### src/rtl/itc_fifo_pkg.sv
package itc_fifo_pkg;
  typedef enum logic [1:0] {
    VIEW_RAW   = 2'd0,
    VIEW_TAG   = 2'd1,
    VIEW_BLOCK = 2'd2,
    VIEW_TRY   = 2'd3
  } viewE;

  localparam int TAG_EMPTY_BIT = 0;
  localparam int TAG_FULL_BIT  = 1;
  localparam int TAG_QUEUE_BIT = 2;

  typedef struct packed {
    logic push;
    logic pop;
    logic overwrite;
    logic flush;
  } cellStrbT;
endpackage

### src/rtl/itc_fifo_data.sv
module itc_fifo_data
  import itc_fifo_pkg::*;
#(
  parameter int DATA_W = 32,
  parameter int DEPTH  = 4
) (
  input  logic              clk,
  input  logic              rstN,
  input  cellStrbT          strb,
  input  logic [DATA_W-1:0] wData,
  output logic [DATA_W-1:0] headData,
  output logic              isEmpty,
  output logic              isFull
);
  localparam int PTR_W = (DEPTH > 1) ? $clog2(DEPTH) : 1;
  localparam int CNT_W = $clog2(DEPTH + 1);
  localparam logic [PTR_W-1:0] LAST_IDX = PTR_W'(DEPTH - 1);

  logic [DATA_W-1:0] mem [DEPTH];
  logic [PTR_W-1:0]  rdPtr, wrPtr, newestIdx;
  logic [CNT_W-1:0]  count;

  function automatic logic [PTR_W-1:0] bump(input logic [PTR_W-1:0] p);
    return (p == LAST_IDX) ? '0 : p + 1'b1;
  endfunction

  assign newestIdx = (wrPtr == '0) ? LAST_IDX : wrPtr - 1'b1;
  assign headData  = mem[rdPtr];
  assign isEmpty   = (count == '0);
  assign isFull    = (count == CNT_W'(DEPTH));

  always_ff @(posedge clk) begin
    if (strb.push)           mem[wrPtr]     <= wData;
    else if (strb.overwrite) mem[newestIdx] <= wData;
  end

  always_ff @(posedge clk) begin
    if (!rstN || strb.flush) begin
      rdPtr <= '0;
      wrPtr <= '0;
      count <= '0;
    end else begin
      if (strb.push) wrPtr <= bump(wrPtr);
      if (strb.pop)  rdPtr <= bump(rdPtr);
      case ({strb.push, strb.pop})
        2'b10:   count <= count + 1'b1;
        2'b01:   count <= count - 1'b1;
        default: count <= count;
      endcase
    end
  end

  p_count_bound_r3: assert property (@(posedge clk) disable iff (!rstN)
    count <= CNT_W'(DEPTH));
  p_no_push_full_r5: assert property (@(posedge clk) disable iff (!rstN)
    strb.push |-> !isFull);
  p_no_pop_empty_r4: assert property (@(posedge clk) disable iff (!rstN)
    strb.pop |-> !isEmpty);
  p_raw_keeps_count_r8: assert property (@(posedge clk) disable iff (!rstN)
    (!strb.push && !strb.pop && !strb.flush) |=> $stable(count));
  p_push_grows_r2: assert property (@(posedge clk) disable iff (!rstN)
    (strb.push && !strb.flush) |=> count == $past(count) + 1'b1);
endmodule

### src/rtl/itc_fifo_ctrl.sv
module itc_fifo_ctrl
  import itc_fifo_pkg::*;
#(
  parameter int DATA_W      = 32,
  parameter int NUM_THREADS = 4,
  localparam int TID_W      = (NUM_THREADS > 1) ? $clog2(NUM_THREADS) : 1
) (
  input  logic                   clk,
  input  logic                   rstN,
  input  logic                   reqValid,
  input  logic                   reqWrite,
  input  logic [1:0]             reqView,
  input  logic [TID_W-1:0]       reqThread,
  input  logic [DATA_W-1:0]      reqWdata,
  input  logic [DATA_W-1:0]      headData,
  input  logic                   isEmpty,
  input  logic                   isFull,
  output cellStrbT               strb,
  output logic [DATA_W-1:0]      rspRdata,
  output logic                   rspStall,
  output logic [NUM_THREADS-1:0] blockedMap
);
  logic [NUM_THREADS-1:0] waitData, waitSpace, nextData, nextSpace;
  logic [DATA_W-1:0]      tagWord;
  viewE                   view;

  assign view = viewE'(reqView);

  always_comb begin
    tagWord = '0;
    tagWord[TAG_EMPTY_BIT] = isEmpty;
    tagWord[TAG_FULL_BIT]  = isFull;
    tagWord[TAG_QUEUE_BIT] = 1'b1;
  end

  always_comb begin
    strb     = '0;
    rspStall = 1'b0;
    rspRdata = '0;
    if (reqValid) begin
      unique case (view)
        VIEW_RAW: begin
          if (reqWrite) strb.overwrite = 1'b1;
          else          rspRdata = headData;
        end
        VIEW_TAG: begin
          if (reqWrite) strb.flush = reqWdata[TAG_EMPTY_BIT];
          else          rspRdata = tagWord;
        end
        VIEW_BLOCK: begin
          if (reqWrite) begin
            if (isFull) rspStall = 1'b1;
            else        strb.push = 1'b1;
          end else if (isEmpty) begin
            rspStall = 1'b1;
          end else begin
            strb.pop = 1'b1;
            rspRdata = headData;
          end
        end
        VIEW_TRY: begin
          if (reqWrite) strb.push = !isFull;
          else if (!isEmpty) begin
            strb.pop = 1'b1;
            rspRdata = headData;
          end
        end
        default: ;
      endcase
    end
  end

  always_comb begin
    nextData  = waitData;
    nextSpace = waitSpace;
    if (strb.push)              nextData  = '0;
    if (strb.pop || strb.flush) nextSpace = '0;
    if (rspStall && reqWrite)   nextSpace[reqThread] = 1'b1;
    if (rspStall && !reqWrite)  nextData[reqThread]  = 1'b1;
  end

  always_ff @(posedge clk) begin
    if (!rstN) begin
      waitData  <= '0;
      waitSpace <= '0;
    end else begin
      waitData  <= nextData;
      waitSpace <= nextSpace;
    end
  end

  assign blockedMap = waitData | waitSpace;

  p_stall_cause_r4: assert property (@(posedge clk) disable iff (!rstN)
    rspStall |-> (view == VIEW_BLOCK) && (reqWrite ? isFull : isEmpty));
  p_stall_marks_r5: assert property (@(posedge clk) disable iff (!rstN)
    rspStall |=> blockedMap[$past(reqThread)]);
  p_push_wakes_r11: assert property (@(posedge clk) disable iff (!rstN)
    strb.push |=> waitData == '0);
  p_try_nostall_r6: assert property (@(posedge clk) disable iff (!rstN)
    (reqValid && view == VIEW_TRY) |-> !rspStall);
endmodule

### src/rtl/itc_fifo_cell.sv
module itc_fifo_cell
  import itc_fifo_pkg::*;
#(
  parameter int DATA_W      = 32,
  parameter int DEPTH       = 4,
  parameter int NUM_THREADS = 4,
  localparam int TID_W      = (NUM_THREADS > 1) ? $clog2(NUM_THREADS) : 1
) (
  input  logic                   clk,
  input  logic                   rstN,
  input  logic                   reqValid,
  input  logic                   reqWrite,
  input  logic [1:0]             reqView,
  input  logic [TID_W-1:0]       reqThread,
  input  logic [DATA_W-1:0]      reqWdata,
  output logic [DATA_W-1:0]      rspRdata,
  output logic                   rspStall,
  output logic                   tagEmpty,
  output logic                   tagFull,
  output logic [NUM_THREADS-1:0] blockedMap
);
  cellStrbT          strb;
  logic [DATA_W-1:0] headData;

  itc_fifo_ctrl #(.DATA_W(DATA_W), .NUM_THREADS(NUM_THREADS)) u_ctrl (
    .clk(clk), .rstN(rstN), .reqValid(reqValid), .reqWrite(reqWrite),
    .reqView(reqView), .reqThread(reqThread), .reqWdata(reqWdata),
    .headData(headData), .isEmpty(tagEmpty), .isFull(tagFull),
    .strb(strb), .rspRdata(rspRdata), .rspStall(rspStall),
    .blockedMap(blockedMap)
  );

  itc_fifo_data #(.DATA_W(DATA_W), .DEPTH(DEPTH)) u_data (
    .clk(clk), .rstN(rstN), .strb(strb), .wData(reqWdata),
    .headData(headData), .isEmpty(tagEmpty), .isFull(tagFull)
  );
endmodule

### config.mk
export PLATFORM = sky130hd
export DESIGN_NAME = itc_fifo_cell
export DESIGN_NICKNAME = d
export VERILOG_FILES = /design/src/rtl/itc_fifo_pkg.sv /design/src/rtl/itc_fifo_data.sv /design/src/rtl/itc_fifo_ctrl.sv /design/src/rtl/itc_fifo_cell.sv
export SDC_FILE = /design/constraint.sdc
export NUM_CORES = 1
export LEC_CHECK = 0
export CORE_MARGIN = 4
export CORE_UTILIZATION = 53
export CTS_CLUSTER_SIZE = 30
export DETAILED_ROUTE_END_ITERATION = 6
export GPL_TIMING_DRIVEN = 0
export PLACE_DENSITY = 0.77
export SYNTH_ARGS = -nofsm -noshare
export SYNTH_HDL_FRONTEND = slang
export SYNTH_SLANG_ARGS = --single-unit
### constraint.sdc
create_clock -name clk -period 12.88 [get_ports clk]
set_clock_uncertainty 0.1 [all_clocks]
set_input_delay 1.932 -clock clk [delete_from_list [all_inputs] [get_ports clk]]
set_output_delay 1.932 -clock clk [all_outputs]
set_load 0.005 [all_outputs]
# Word level (Yosys, flattened, before mapping)
# Memory sizes are Yosys's and may differ from the RTL's. A register that Yosys moved wholly into a read port is not among the register bits.
# Cells that the tools add are included.
# op_classes
add_sub_neg	5
n_lt_le_gt_ge	2
n_eq_ne	8
muxes	42
bitwise	3
reduce_logical	14
# op_table
cell	count
2-to-1 mux 32 bit	5
case mux 32 bit (3 select lines)	1
OR reduction 32 bit	1
2-to-1 mux 1 bit	21
2-to-1 mux 4 bit	5
2-to-1 mux 2 bit	6
bitwise OR 4 bit	3
equality test 2 bit (second input constant)	5
case mux 3 bit (2 select lines)	1
adder 2 x 1 -> 2 bit (second input constant)	2
equality test 2 x 1 -> 1 bit (second input constant)	2
zero test 2 bit	2
case mux 2 bit (2 select lines)	1
adder 3 x 1 -> 3 bit (second input constant)	1
equality test 3 bit (second input constant)	1
logical AND 1 bit	3
zero test 1 bit	3
zero test 3 bit	1
less-than comparator 2 x 3 -> 1 bit (second input constant)	1
2-to-1 mux 3 bit	1
subtractor 3 x 1 -> 3 bit (second input constant)	1
demux 1 bit (select 2 bit)	1
greater-or-equal comparator 2 x 1 -> 1 bit (second input constant)	1
logical OR 1 bit	2
other kinds (3)	3
# totals
regBits	15
ramBits	128
out_inout_bits	39
memories	1
# memory_table
name	depth	width	read_ports	rd_ports_with_merged_regs	write_ports	line_no	text
u_data.mem	4	32	1	1	1	itc_fifo_data.sv:19	logic [DATA_W-1:0] mem [DEPTH];

# Longest topological paths before layout
# Gate-level depths: netlist (run 1).
# logic_depth
word_depth	10
ltp_mapped	10

# By module
# A second synthesis (run 1) with hierarchy kept.
# unflattened
cells_unflattened	326
hier_area_um2	5910.7
# by_module_without_submodules
mod	n_inst	cells_each	area_each_um2	seq_area_each_um2
itc_fifo_data	1	219	5117.4	4023.9
itc_fifo_ctrl	1	107	793.3	160.2

# Least setup slack after synthesis (run 1)
# OpenSTA, ideal clock, no wires.
# synth_path
path_type	input to register
from	input reqValid
to	memory u_data.mem[0][0] (enable)
setup_time_ns	0.472
arrival_time_ns	5.023
setup_slack_ns	7.286
stages	5
cell_sequence	clkbuf_2 nand3_1 nor2_1 inv_1 o32ai_1
# synth_between
elab_chain_len	6
word_cells_on_any_way	9
# synth_rtl
element	line_no	text
start: declaration	itc_fifo_cell.sv:11	input logic reqValid,
2-to-1 mux 4 bit *	itc_fifo_ctrl.sv:40	if (reqValid) begin
2-to-1 mux 1 bit	itc_fifo_data.sv:34	else if (strb.overwrite) mem[newestIdx] <= wData;
2-to-1 mux 1 bit	itc_fifo_data.sv:33	if (strb.push) mem[wrPtr] <= wData;
2-to-1 mux 1 bit (implied by the code)	itc_fifo_data.sv:34	
OR reduction 32 bit (no source line)	n/a	
2-to-1 mux 2 bit (no source line) / 2-to-1 mux 1 bit (equally long branches)	n/a	
end: declaration	itc_fifo_data.sv:19	
# Mark *: on every way between the ends. The rest lies on a longest branch, timed or not.

# Final worst setup path (run 1)
# layout_path
from	input reqView[1]
to	output rspRdata[16]
# layout_between
elab_chain_len	4
word_cells_on_any_way	7
# layout_rtl
element	line_no	text
start: declaration	itc_fifo_cell.sv:13	input logic [1:0] reqView,
equality test 2 bit	itc_fifo_ctrl.sv:41	unique case (view)
OR reduction 2 bit (no source line)	n/a	
case mux 32 bit (3 select lines) *	itc_fifo_ctrl.sv:41	
2-to-1 mux 32 bit *	itc_fifo_ctrl.sv:40	
end: declaration	itc_fifo_cell.sv:16	output logic [DATA_W-1:0] rspRdata,
# Marks and branches as above.

==> impl_summary.log, run 1 <==
INFO  metric post_synth_inst_count = 319
INFO  metric fp.dieArea = 0.0128 mm^2
INFO  metric detailedRoute.firstIterationViolations = 159
INFO  metric die_h = 113 um
INFO  metric post_synth_top_flop = sky130_fd_sc_hd__edfxtp_1
INFO  metric post-dp-hpwl = 7310 um
INFO  metric grt-ovfl-total = 0
INFO  metric vias = 3207
INFO  metric cts_hold_repair.buffers = 0
INFO  metric critical_path_peak_fanout = 10
INFO  metric antenna_left = 0
INFO  metric clock_path_buffers = 2
INFO  metric layoutNonFillerInstCount = 572
INFO  metric place.gp.congestion = 0.821
INFO  metric yosysWarnings = 0
INFO  metric cp.required = 10850 ps
INFO  metric start_kind = primary input
INFO  metric cts.clk_slew.worst_paths = 60 ps
INFO  metric first_pass_grt_wire_length = 18000 um
INFO  metric non_filler_cell_area_final = 0.00753 mm^2
INFO  metric core_area = 0.0108 mm^2
INFO  metric drive_gt1_frac = 0.227
INFO  metric htree_depth = 4
INFO  metric synth.top_cells.by_area = sky130_fd_sc_hd__edfxtp_1, sky130_fd_sc_hd__mux4_2, sky130_fd_sc_hd__dfxtp_1, sky130_fd_sc_hd__nor2b_1, sky130_fd_sc_hd__a32o_1
INFO  metric num_io_pins = 79
INFO  metric dpl.cell_count = 540
INFO  metric run_status = finished, final reports clean
INFO  metric sinks_on_the_clock_net = 145
INFO  metric detailed_place.area = 0.00693 mm^2
INFO  metric final_period_minus_worst_setup_slack = 5890 ps
INFO  metric antenna_found_initial = 0
INFO  metric summed_instance_area_of_the_synthesized_netlist = 0.00584 mm^2
INFO  metric regToRegSetupSlack = 10010 ps
INFO  metric worst_ir_drop_vdd = 0.0000858 V
INFO  metric cp-end-kind = output port
INFO  metric yosys.area_share.xor_xnor = 0.00450
INFO  metric totalWireLength = 11100 um
INFO  metric cts_tree = built
INFO  metric syn-mean-instance-area = 18.3 um^2
INFO  metric die_w = 113 um
INFO  metric rsz_0062_raised_after_global_routing = no
INFO  metric area_growth = 29.1%
INFO  metric grt_start_max_net_pins = 26
INFO  metric clk-insertion-delay-late = 520 ps
INFO  metric synth_compound_area_frac = 0.0399
INFO  metric clock_root_buffer = sky130_fd_sc_hd__clkbuf_8
INFO  metric synth_top_family_by_area = multiplexers
INFO  metric core.rowCount = 38
INFO  metric vias_per_cell = 5.61
INFO  metric post-cts-setup-buffers = 0
INFO  metric post_synth_and_or_nand_nor_area_fraction = 0.0787
INFO  metric maxCapViolCount = 0
INFO  metric power.leakage = 2.44 nW
INFO  metric maximum_frequency_from_static_timing_analysis = 170 MHz
INFO  metric postSynthNetCount = 364
INFO  metric muxShareOfSynthArea = 0.123
INFO  metric type_of_the_tightest_min_delay_check = reg2reg
INFO  metric floorplan.initialDensity = 0.541
INFO  metric ys_types = 45
INFO  metric synth_sequential_area_ratio = 0.717
INFO  metric synthArstFlopShare = 0
INFO  metric detail_route.wl_per_cell = 19.5 um
INFO  metric cts_resizes = 0
INFO  metric tightest_slew = 780 ps
INFO  metric io_buffers = 75
INFO  metric cp.arrival = 3860 ps
INFO  metric powerDensity = 142 mW/mm^2
INFO  metric global_route.usage.total = 0.188
INFO  metric fin_nets = 464
INFO  metric synth-edff-count = 128
INFO  metric final_util = 0.698
INFO  metric tritoncts.num_buffers = 17
INFO  metric antennaDiodeCount = 0
INFO  metric slew_headroom = 0.474
INFO  metric report.final.slew_viol_count = 0
INFO  metric synth_seq_cells = 145
INFO  metric yosys.area_share.adder = 0.0120
INFO  metric setup-violations-final = 0
INFO  metric part_of_the_cycle_the_worst_path_needs = 0.457
INFO  metric netlist.top_cell.by_area = sky130_fd_sc_hd__edfxtp_1
INFO  metric setup_total_negative_slack = 0 ps
INFO  metric first_global_vias = 3364
INFO  metric final_number_of_hold_violating_endpoints = 0
INFO  metric critPathKind = in2out
INFO  metric detail_route.drc_violations = 0
INFO  metric drtPass1Iterations = 5
INFO  metric yosysTopAreaCellShare = 0.659
## logic make-up after synthesis
kind of cell	count (synthesis)
flops	145
simple gates	73
compound gates	35
mux	32
buf+inv	26
fa+ha+maj	5
xor+xnor	3
## worst paths after layout
path,startpoint,cells after the start,end
max,reqView[1],6,rspRdata[16]
min,u_ctrl.waitData[2],2,u_ctrl.waitData[2]
max reg2reg,u_data.count[2],10,u_data.count[2]
min reg2reg,u_ctrl.waitData[2],2,u_ctrl.waitData[2]
## synth_stat cells (5+ instances only)
cell	number
sky130_fd_sc_hd__edfxtp_1	128
sky130_fd_sc_hd__mux4_2	32
sky130_fd_sc_hd__nor2b_1	28
sky130_fd_sc_hd__dfxtp_1	17
sky130_fd_sc_hd__a21oi_1	10
sky130_fd_sc_hd__inv_1	9
sky130_fd_sc_hd__o21ai_0	9
sky130_fd_sc_hd__nand3_1	7
sky130_fd_sc_hd__a32o_1	6
sky130_fd_sc_hd__nor2_1	6
sky130_fd_sc_hd__buf_2	5
sky130_fd_sc_hd__nor2b_2	5
## routing by layer
metal,up-vias,routed length (um),track usage
met1,1626,4670,0.249
met3,15,604,0.0503
li1,1469,-,-
met5,-,0,0
met2,97,5720,0.299
met4,0,152,0.0737
## registers in the layout, indices dropped and copies added, names as in the netlist, named ones only
register	flops
u_ctrl.waitSpace	4
u_data.count	3
u_data.wrPtr	2
u_ctrl.waitData	4
u_data.rdPtr	2
u_data.mem	128
## cells in the final DEF (no fill, tap or decap), drive strengths merged, types with 2 or more instances in the layout
cell / count
a21oi: 10
a32o: 6
and3: 2
buf: 18
bufinv: 3
clkbuf: 23
clkdlybuf4s50: 75
clkinv: 3
dfxtp: 17
edfxtp: 128
ha: 4
inv: 16
mux4: 32
nand2: 4
nand2b: 3
nand3: 7
nor2: 6
nor2b: 33
o21a: 3
o21ai: 9
o32ai: 2
or2: 4
or3: 2
or4: 2
xor2: 2
## worst max-delay path, stage by stage
cell	delay, ps
sky130_fd_sc_hd__clkdlybuf4s50_1	520
sky130_fd_sc_hd__nor2b_1	80
sky130_fd_sc_hd__a211o_1	270
sky130_fd_sc_hd__buf_2	220
sky130_fd_sc_hd__nor2b_1	270
sky130_fd_sc_hd__clkdlybuf4s50_1	560
## metrics by stage
stage	hold WS, ps	setup WS (ps)	total power, mW
final	372	6990	1.07
after detailed placement	368	7030	0.586
after CTS	377	7020	1.08
after global routing	410	6940	1.11
after global placement	358	4520	0.581
after floorplan	348	7290	0.554
## layout make-up
type,instances,area (um^2)
well taps,140,175
fillers,691,3260
clock inverters,13,175
plain buffers,16,105
flip-flops and latches,145,4180
repair buffers,81,876
multi-input cells,148,1550
inverters,10,37.5
clock buffers,19,432
## report_power, final
part | internal, mW | switching, mW
logic | 0.0291 | 0.0242
clock network | 0.305 | 0.189
registers | 0.519 | 0.00257
total | 0.853 | 0.216
Power figures use the tool's default switching activity.
==> run 2, diff against run 1 <==
CORE_UTILIZATION = 49   (was 53)
PLACE_DENSITY = 0.75   (was 0.77)
clock period = 4.9 ns   (was 12.88 ns; I/O delays follow)
==> impl_summary.log, run 2 (synthesized netlist as in run 1, its figures left out) <==
INFO  metric power.leakage = 2.40 nW
INFO  metric holdCritStartpoint = u_ctrl.waitData[0]
INFO  metric clock_root_buffer = sky130_fd_sc_hd__clkbuf_16
INFO  metric worst_r2r_path_depth = 10
INFO  metric final_number_of_hold_violating_endpoints = 0
INFO  metric detailed_place.area = 0.00695 mm^2
INFO  metric dpl.cell_count = 543
INFO  metric grt_start_max_net_pins = 21
INFO  metric die_h = 117 um
INFO  metric clock_path_buffers = 2
INFO  metric worst_path_cell_with_the_longest_stage_delay = sky130_fd_sc_hd__clkdlybuf4s50_1
INFO  metric report.final.slew_viol_count = 0
INFO  metric cp.arrival = 2670 ps
INFO  metric layoutNonFillerInstCount = 574
INFO  metric io_buffers = 75
INFO  metric fin_nets = 464
INFO  metric reg_top3 = u_data.mem x128, u_ctrl.waitData x4, u_ctrl.waitSpace x4
INFO  metric part_of_the_cycle_the_worst_path_needs = 0.716
INFO  metric final_period_minus_worst_setup_slack = 3510 ps
INFO  metric post-dp-hpwl = 7330 um
INFO  metric worstReg2RegStart = u_data.count[2]
INFO  metric area_growth = 27.7%
INFO  metric grt-ovfl-total = 0
INFO  metric rsz_0062_raised_after_global_routing = no
INFO  metric critPathKind = in2out
INFO  metric drtPass1Iterations = 6
INFO  metric regToRegSetupSlack = 2100 ps
INFO  metric die_w = 117 um
INFO  metric tritoncts.num_buffers = 17
INFO  metric cts_resizes = 0
INFO  metric cp-end-kind = output port
INFO  metric worstHoldEndpoint = u_ctrl.waitData[0]
INFO  metric htree_depth = 4
INFO  metric clk-insertion-delay-late = 410 ps
INFO  metric core_area = 0.0115 mm^2
INFO  metric detail_route.drc_violations = 0
INFO  metric vias = 3198
INFO  metric vias_per_cell = 5.57
INFO  metric slew_headroom = 0.371
INFO  metric detailedRoute.firstIterationViolations = 192
INFO  metric setup-violations-final = 0
INFO  metric antenna_left = 0
INFO  metric setup_total_negative_slack = 0 ps
INFO  metric post-cts-setup-buffers = 0
INFO  metric start_kind = primary input
INFO  metric totalWireLength = 11200 um
INFO  metric fp.dieArea = 0.0137 mm^2
INFO  metric cts.clk_slew.worst_paths = 60 ps
INFO  metric powerDensity = 352 mW/mm^2
INFO  metric layout.cells.most_common = sky130_fd_sc_hd__edfxtp_1
INFO  metric path_cells = clkdlybuf4s50_1 -> nor2b_1 -> a211o_1 -> buf_6 -> buf_6 -> nor2b_1 -> clkdlybuf4s50_1
INFO  metric maximum_frequency_from_static_timing_analysis = 285 MHz
INFO  metric global_route.usage.total = 0.179
INFO  metric first_pass_grt_wire_length = 17900 um
INFO  metric cts_hold_repair.buffers = 0
INFO  metric cp.required = 4070 ps
INFO  metric worst_ir_drop_vdd = 0.000285 V
INFO  metric number_of_inserted_filler_cells_in_the_final_layout = 852
INFO  metric type_of_the_tightest_min_delay_check = reg2reg
INFO  metric place.gp.congestion = 0.799
INFO  metric antennaDiodeCount = 0
INFO  metric min_delay_path_depth = 2
INFO  metric antenna_found_initial = 0
INFO  metric number_of_flip_flops_under_the_largest_register_name = 128
INFO  metric floorplan.initialDensity = 0.507
INFO  metric cts_tree = built
INFO  metric critical_path_peak_fanout = 10
INFO  metric regToRegEndpoint = u_data.count[2]
INFO  metric core.rowCount = 39
INFO  metric non_filler_cell_area_final = 0.00745 mm^2
INFO  metric maxCapViolCount = 0
INFO  metric slowest_delay = 540 ps
INFO  metric top_register = u_data.mem
INFO  metric drive_gt1_frac = 0.204
INFO  metric num_io_pins = 79
INFO  metric tightest_slew = 933 ps
INFO  metric run_status = finished, final reports clean
INFO  metric first_global_vias = 3362
INFO  metric most_frequent_cells_in_the_layout = sky130_fd_sc_hd__edfxtp_1, sky130_fd_sc_hd__clkdlybuf4s50_1, sky130_fd_sc_hd__mux4_2, sky130_fd_sc_hd__nor2b_1
INFO  metric detail_route.wl_per_cell = 19.5 um
INFO  metric sinks_on_the_clock_net = 145
==> run 2: routing by layer <==
layer / vias to the layer above / GRT usage / share of wire
met5: - / 0 / 0
met4: 0 / 0.0627 / 0.020
met3: 20 / 0.0530 / 0.053
met2: 93 / 0.286 / 0.50
met1: 1626 / 0.237 / 0.43
li1: 1459 / - / -
==> run 2: layout make-up <==
cell class	instances	area, um^2	area share
Inverter	10	37.5	0.00504
Tap cell	143	179	0.0240
Sequential cell	145	4180	0.561
Clock inverter	12	75.1	0.0101
Timing Repair Buffer	81	891	0.120
Buffer	16	105	0.0141
Clock buffer	19	433	0.0581
Multi-Input combinational cell	148	1550	0.208
==> run 2: worst max-delay path: cells and delay by family <==
| family | cells | cell delay [ps] |
|---|---|---|
| buf+inv | 4 | 1400 |
| compound gates | 1 | 280 |
| simple gates | 2 | 260 |
==> run 2: worst max-delay path by stage <==
stage,startpoint,endpoint,cells after the start
CTS,reqView[1],rspRdata[27],7
finish,reqView[1],rspRdata[27],7
floorplan,reqValid,u_data.mem[0][0],5
global placement,reqView[1],u_data.mem[0][17],6
detailed placement,reqView[1],rspRdata[27],7
global route,reqView[1],rspRdata[27],7
==> run 2: where the power goes <==
part           switching, mW  internal (mW)  leakage, nW
Sequential           0.00623           1.37         1.30
Combinational         0.0650         0.0751        0.851
Clock                  0.434          0.675        0.250
Total                  0.505           2.12         2.40
==> run 2: through the flow <==
| step | hold WS (ps) | utilization | worst slack, ps | power [mW] |
|---|---|---|---|---|
| after CTS | 382 | 0.647 | 1370 | 2.65 |
| after global placement | 360 | 0.587 | -2190 | 1.53 |
| final | 379 | 0.647 | 1390 | 2.62 |
| after floorplan | 348 | - | 503 | 1.46 |
| after global routing | 415 | 0.647 | 1300 | 2.71 |
| after detailed placement | 375 | 0.603 | 1390 | 1.54 |
